===== config.mk =====
export PLATFORM = sky130hd
export DESIGN_NAME = refmon_switch
export DESIGN_NICKNAME = d
export VERILOG_FILES = /design/src/rtl/refmon_pkg.sv /design/src/rtl/refmon_sync.sv /design/src/rtl/refmon_watch.sv /design/src/rtl/refmon_select.sv /design/src/rtl/refmon_switch.sv
export SDC_FILE = /design/constraint.sdc
export NUM_CORES = 1
export LEC_CHECK = 0
export BUFFER_PORTS_ARGS = -buffer_cell sky130_fd_sc_hd__buf_2
export CORE_UTILIZATION = 57
export DETAILED_ROUTE_END_ITERATION = 8
export GPL_TIMING_DRIVEN = 0
export PLACE_DENSITY = 0.8
export SYNTH_ARGS = -nofsm -noshare
export SYNTH_HDL_FRONTEND = slang
export SYNTH_SLANG_ARGS = --single-unit

===== constraint.sdc =====
create_clock -name clk_i -period 2.7 [get_ports clk_i]
set_input_delay 0.27 -clock clk_i [delete_from_list [all_inputs] [get_ports clk_i]]
set_output_delay 0.27 -clock clk_i [all_outputs]
set_load 0.05 [all_outputs]

===== src/rtl/refmon_pkg.sv =====
package refmon_pkg;
  typedef enum logic {
    SRC_CLK0 = 1'b0,
    SRC_CLK1 = 1'b1
  } src_e;

  localparam int unsigned NUM_REFS = 2;

  function automatic src_e other_src(src_e s);
    return (s == SRC_CLK0) ? SRC_CLK1 : SRC_CLK0;
  endfunction
endpackage


===== src/rtl/refmon_sync.sv =====
module refmon_sync #(
  parameter int unsigned WIDTH  = 1,
  parameter int unsigned STAGES = 2
) (
  input  logic             clk_i,
  input  logic             rst_ni,
  input  logic [WIDTH-1:0] d_i,
  output logic [WIDTH-1:0] q_o
);
  logic [WIDTH-1:0] stage_q [STAGES];

  for (genvar g = 0; g < STAGES; g++) begin : g_stage
    if (g == 0) begin : g_first
      always_ff @(posedge clk_i or negedge rst_ni) begin
        if (!rst_ni) stage_q[g] <= '0;
        else         stage_q[g] <= d_i;
      end
    end else begin : g_next
      always_ff @(posedge clk_i or negedge rst_ni) begin
        if (!rst_ni) stage_q[g] <= '0;
        else         stage_q[g] <= stage_q[g-1];
      end
    end
  end

  assign q_o = stage_q[STAGES-1];
endmodule


===== src/rtl/refmon_watch.sv =====
module refmon_watch #(
  parameter int unsigned WINDOW = 16
) (
  input  logic clk_i,
  input  logic rst_ni,
  input  logic ref_i,
  input  logic clr_i,
  output logic alarm_no
);
  localparam int unsigned CW = $clog2(WINDOW + 1);
  localparam logic [CW-1:0] LIMIT = CW'(WINDOW);

  logic          ref_s;
  logic          ref_d_q;
  logic          toggle;
  logic [CW-1:0] idle_q;
  logic          expired;
  logic          alarm_q;

  refmon_sync #(.WIDTH(1), .STAGES(2)) u_sync (
    .clk_i (clk_i),
    .rst_ni(rst_ni),
    .d_i   (ref_i),
    .q_o   (ref_s)
  );

  always_ff @(posedge clk_i or negedge rst_ni) begin
    if (!rst_ni) ref_d_q <= 1'b0;
    else         ref_d_q <= ref_s;
  end

  assign toggle  = ref_s ^ ref_d_q;
  assign expired = (idle_q == LIMIT);

  // saturating idle age
  always_ff @(posedge clk_i or negedge rst_ni) begin
    if (!rst_ni)      idle_q <= '0;
    else if (toggle)  idle_q <= '0;
    else if (!expired) idle_q <= idle_q + 1'b1;
  end

  // latched alarm, clear wins
  always_ff @(posedge clk_i or negedge rst_ni) begin
    if (!rst_ni)      alarm_q <= 1'b1;
    else if (clr_i)   alarm_q <= 1'b1;
    else if (expired) alarm_q <= 1'b0;
  end

  assign alarm_no = alarm_q;

  a_r2_alarm_latched: assert property (@(posedge clk_i) disable iff (!rst_ni)
    (!alarm_q && !clr_i) |=> !alarm_q)
    else $error("R2 alarm released without clear");

  a_r3_clear_restores: assert property (@(posedge clk_i) disable iff (!rst_ni)
    clr_i |=> alarm_q)
    else $error("R3 clear did not restore alarm");

  a_r1_no_early_alarm: assert property (@(posedge clk_i) disable iff (!rst_ni)
    toggle |=> alarm_q || !$past(alarm_q))
    else $error("R1 alarm fell right after activity");
endmodule


===== src/rtl/refmon_select.sv =====
module refmon_select
  import refmon_pkg::*;
(
  input  logic                clk_i,
  input  logic                rst_ni,
  input  logic                clr_i,
  input  logic                ref_sel_i,
  input  logic                auto_en_i,
  input  logic [NUM_REFS-1:0] alarm_n_i,
  output logic                sel_o
);
  src_e sel_q;
  src_e sel_d;
  logic act_ok;
  logic oth_ok;

  assign act_ok = alarm_n_i[sel_q];
  assign oth_ok = alarm_n_i[other_src(sel_q)];

  always_comb begin
    sel_d = sel_q;
    if (clr_i) begin
      sel_d = src_e'(ref_sel_i);
    end else if (auto_en_i) begin
      if (!act_ok && oth_ok) sel_d = other_src(sel_q);
    end else begin
      sel_d = src_e'(ref_sel_i);
    end
  end

  always_ff @(posedge clk_i or negedge rst_ni) begin
    if (!rst_ni) sel_q <= SRC_CLK0;
    else         sel_q <= sel_d;
  end

  assign sel_o = sel_q;

  a_r5_manual_follows: assert property (@(posedge clk_i) disable iff (!rst_ni)
    (!auto_en_i && !clr_i) |=> (sel_o == $past(ref_sel_i)))
    else $error("R5 manual selection mismatch");

  a_r4_clear_loads: assert property (@(posedge clk_i) disable iff (!rst_ni)
    clr_i |=> (sel_o == $past(ref_sel_i)))
    else $error("R4 clear did not load select");

  a_r7_no_switch_to_failed: assert property (@(posedge clk_i) disable iff (!rst_ni)
    (auto_en_i && !clr_i && !alarm_n_i[other_src(sel_q)]) |=> $stable(sel_o))
    else $error("R7 switched to failed clock");

  a_r6_switch_cause: assert property (@(posedge clk_i) disable iff (!rst_ni)
    (auto_en_i && !clr_i && alarm_n_i[sel_q]) |=> $stable(sel_o))
    else $error("R6 switch without failure");
endmodule


===== src/rtl/refmon_switch.sv =====
module refmon_switch
  import refmon_pkg::*;
#(
  parameter int unsigned WINDOW = 16
) (
  input  logic clk_i,
  input  logic rst_ni,
  input  logic ref_clk0_i,
  input  logic ref_clk1_i,
  input  logic ref_sel_i,
  input  logic auto_mode_i,
  input  logic pll_bypass_i,
  input  logic alarm_clr_i,
  input  logic pll_lock_i,
  output logic alarm0_no,
  output logic alarm1_no,
  output logic sel_ind_o,
  output logic status_valid_o,
  output logic ref_clk_o
);
  logic [NUM_REFS-1:0] ref_vec;
  logic [NUM_REFS-1:0] alarm_n;
  logic                clr_s;
  logic                clr_d_q;
  logic                clr_pulse;
  logic                lock_s;
  logic                sel;
  logic                auto_en;

  assign ref_vec = {ref_clk1_i, ref_clk0_i};

  refmon_sync #(.WIDTH(1), .STAGES(2)) u_clr_sync (
    .clk_i (clk_i),
    .rst_ni(rst_ni),
    .d_i   (alarm_clr_i),
    .q_o   (clr_s)
  );

  always_ff @(posedge clk_i or negedge rst_ni) begin
    if (!rst_ni) clr_d_q <= 1'b0;
    else         clr_d_q <= clr_s;
  end

  assign clr_pulse = clr_s & ~clr_d_q;

  refmon_sync #(.WIDTH(1), .STAGES(2)) u_lock_sync (
    .clk_i (clk_i),
    .rst_ni(rst_ni),
    .d_i   (pll_lock_i),
    .q_o   (lock_s)
  );

  for (genvar g = 0; g < NUM_REFS; g++) begin : g_watch
    refmon_watch #(.WINDOW(WINDOW)) u_watch (
      .clk_i   (clk_i),
      .rst_ni  (rst_ni),
      .ref_i   (ref_vec[g]),
      .clr_i   (clr_pulse),
      .alarm_no(alarm_n[g])
    );
  end

  assign auto_en = auto_mode_i & ~pll_bypass_i;

  refmon_select u_select (
    .clk_i    (clk_i),
    .rst_ni   (rst_ni),
    .clr_i    (clr_pulse),
    .ref_sel_i(ref_sel_i),
    .auto_en_i(auto_en),
    .alarm_n_i(alarm_n),
    .sel_o    (sel)
  );

  assign alarm0_no      = alarm_n[0];
  assign alarm1_no      = alarm_n[1];
  assign sel_ind_o      = sel;
  assign status_valid_o = lock_s;
  assign ref_clk_o      = sel ? ref_clk1_i : ref_clk0_i;

  a_r3_single_pulse: assert property (@(posedge clk_i) disable iff (!rst_ni)
    clr_pulse |=> !clr_pulse)
    else $error("R3 clear pulse longer than one cycle");

  a_r8_bypass_manual: assert property (@(posedge clk_i) disable iff (!rst_ni)
    (pll_bypass_i && !clr_pulse) |=> (sel_ind_o == $past(ref_sel_i)))
    else $error("R8 bypass did not force manual");
endmodule


==> summary.txt <==
Placement
  • Dpl hpwl: 954 um
  • Placer Congestion: 0.740
  • PortBufs: 13
  • Dpl cells: 98
  • Worst slack, placed: 1.38 ns

Finish
  • Area Overhead vs Synth: 12.7%
  • Nets@finish: 101
  • Layout cells sized above 1: 0.256
  • Register area: 603 um2
  • Diode count: 0
  • Non-filler instance count after layout: 102
  • Footprint of the multi-input gates: 303 um2
  • Final core occ: 0.694
  • Fillers: 112
  • Most frequent cells in the layout: 22 x dfrtp_1, 13 x buf_2, 8 x nor2_1, 6 x inv_1, 6 x xor2_1
  • Commonest non-fill, non-tap cell in the layout: dfrtp_1

Flow run
  • Max Cap Viol: 0

Global routing
  • Total GRT Usage: 0.178
  • Initial antenna violation count: 0
  • First-pass GRT wire length: 2300 um
  • Largest net degree at the start of global routing: 25
  • GRT overflow: 0
  • Vias in the first global route: 518

Yosys
  • Mapped Area: 928 um2
  • Ys Warns: 0
  • Net Count, Synth: 82
  • Mean post-synth cell area: 13.5 um2
  • Number of synthesized register bits: 24
  • Async S/R FF share, synth: 1.00
  • Syn Inst Count: 69
  • Most used DFF post-synth: dfrtp_1
  • Sequential share of the synthesized area: 0.650
  • Post-synthesis cell type count: 17
  • Count of flip-flops with a built-in enable after synthesis: 0

Critical path
  • Critical register-to-register path endpoint: g_watch[0].u_watch.idle_q[1]$_DFFE_PN0P_
  • Reg2reg start: g_watch[0].u_watch.idle_q[0]$_DFFE_PN0P_
  • CP Max Fanout: 3
  • Worst reg2reg setup slack: 1.38 ns
  • Critical Path Sink Type: primary output
  • CP required: 2.43 ns
  • Arr. time, crit path: 1.24 ns
  • Worst setup SP type: flop
  • Worst R2R Path Depth: 5
  • CP Class: reg -> out

Timing
  • Worst-Margin Slew: 0.499 ns
  • Final min period: 1.51 ns
  • Setup ws final: 1.19 ns
  • Final period utilization: 0.560
  • Setup TNS: 0 ns
  • Final Hold Vio Count: 0
  • Max frequency: 661 MHz
  • Final setup violation count: 0
  • Slew margin rel.: 0.667
  • RSZ-0062 raised after global routing: false
  • Pins Over Slew Limit: 0
  • Clock skew: 0.00294 ns

Clocking
  • Skew-Pair Late Insertion Delay: 0.30 ns
  • Clk slew on worst S/H paths: 0.11 ns
  • Setup bufs post-CTS: 0
  • # clock sinks: 24
  • H-tree Lvls: 1
  • CTS Buffer Depth: 2
  • CTS tree: built
  • Clock Tree Root: clkbuf_4
  • CTS buffer count: 3

Power and ir drop
  • VDD IR-drop max: 369 uV
  • Leakage: 0.499 nW
  • Total power: 0.635 mW
  • Pwr dens: 607 nW/um2

Route
  • Vias: 533
  • Initial DRT Pass Iterations: 3
  • Post-route antenna net violation count: 0
  • Drt wl/cell: 12.5 um
  • Initial DRC Count: 2
  • # DRC: 0
  • Via-to-Cell Ratio: 5.23
  • Total Wirelength: 1280 um

Hold path
  • Hold path depth: 1
  • HP Class: in -> reg
  • Hold path endpoint: u_clr_sync.stage_q[1]$_DFF_PN0_
  • Min-delay src: alarm_clr_i

Floorplanning
  • Die Y-Extent: 42.4 um
  • Initial Util: 0.616
  • Core Area: 1510 um2
  • Die area: 1790 um2
  • I/O Pins: 14
  • Num rows: 14
  • Die width: 42.4 um

Outcome
  • Outcome: finished, final reports clean
-- flip-flops by register name, summed over array words and instances (netlist names) --
name / flops
g_watch.u_watch.ref_d_q: 2
u_select.sel_o: 1
g_watch.u_watch.u_sync.q_o: 2
g_watch.u_watch.idle_q: 10
g_watch.u_watch.u_sync.stage_q: 2
g_watch.u_watch.alarm_no: 2
u_clr_sync.stage_q: 1
u_clr_sync.q_o: 1
clr_d_q: 1
u_lock_sync.q_o: 1
u_lock_sync.stage_q: 1
-- cell families (layout without fill, tap and decap cells) --
family / count (synthesis) / count (layout) / synth area share
XOR/XNOR: 10 / 10 / 0.0943
multiplexers: 4 / 4 / 0.0458
AND/OR/NAND/NOR: 18 / 18 / 0.111
flip-flops: 24 / 24 / 0.650
adder cells (fa/ha/maj): 5 / 5 / 0.0647
AO/OA/AOI/OAI: 2 / 2 / 0.0108
buffers and inverters: 6 / 23 / 0.0243
-- through the flow --
step | instance area (um2) | hold WS [ns]
3_3_place_gp | 1010 | 0.265
4_1_cts | 1050 | 0.0486
5_1_grt | 1050 | 0.0487
3_5_place_dp | 1010 | 0.270
6_report | 1050 | 0.0625
2_1_floorplan | 928 | -0.0256
-- routing by layer --
| metal | track usage | up-vias | routed length, um |
|---|---|---|---|
| li1 | - | 257 | - |
| met1 | 0.243 | 259 | 590 |
| met2 | 0.277 | 13 | 602 |
| met3 | 0.0259 | 4 | 46 |
| met4 | 0.0938 | 0 | 38 |
| met5 | 0 | - | 0 |
-- power by group --
group          internal [mW]  switching, mW
sequential             0.384         0.0186
clock                 0.0521         0.0950
combinational         0.0360         0.0498
total                  0.472          0.163
-- what timing repair did --
item	in CTS	in global routing
hold buffers	1	0
endpoints found under the hold margin	22	0
gates resized for setup	0	0
-- synthesized netlist by cell type, types with 2 or more instances --
library cell | n | area share
inv_1 | 6 | 0.024
xor2_1 | 6 | 0.057
nor2_1 | 8 | 0.032
mux2i_1 | 2 | 0.022
mux2_2 | 2 | 0.024
dfrtp_1 | 22 | 0.59
dfstp_2 | 2 | 0.057
xnor2_1 | 4 | 0.038
nor3_1 | 2 | 0.011
ha_1 | 4 | 0.054
o21ai_0 | 2 | 0.011
nand3_1 | 4 | 0.022
-- layout make-up --
| class | count | area share |
|---|---|---|
| Inverter | 6 | 0.0215 |
| Clock buffer | 3 | 0.0215 |
| Multi-Input combinational cell | 39 | 0.289 |
| Sequential cell | 24 | 0.577 |
| Tap cell | 16 | 0.0191 |
| Timing Repair Buffer | 14 | 0.0718 |
-- how the worst max path moves through the flow --
stage / from / to / slack [ns] / cells after the start
final: u_select.sel_o$_DFFE_PN0P_ / ref_clk_o / 1.19 / 2
after global routing: u_select.sel_o$_DFFE_PN0P_ / ref_clk_o / 1.15 / 2
after CTS: u_select.sel_o$_DFFE_PN0P_ / ref_clk_o / 1.16 / 2
after detailed placement: g_watch[0].u_watch.idle_q[0]$_DFFE_PN0P_ / g_watch[0].u_watch.idle_q[1]$_DFFE_PN0P_ / 1.38 / 5
after global placement: g_watch[0].u_watch.idle_q[0]$_DFFE_PN0P_ / g_watch[0].u_watch.idle_q[1]$_DFFE_PN0P_ / 1.41 / 5
after floorplan: g_watch[0].u_watch.alarm_no$_DFFE_PN1P_ / u_select.sel_o$_DFFE_PN0P_ / 1.24 / 3
-- critical path: stages (launching register included) --
cell	delay, ns
dfrtp_1	0.40
mux2_2	0.34
buf_2	0.21
(Power assumes the default switching activity.)
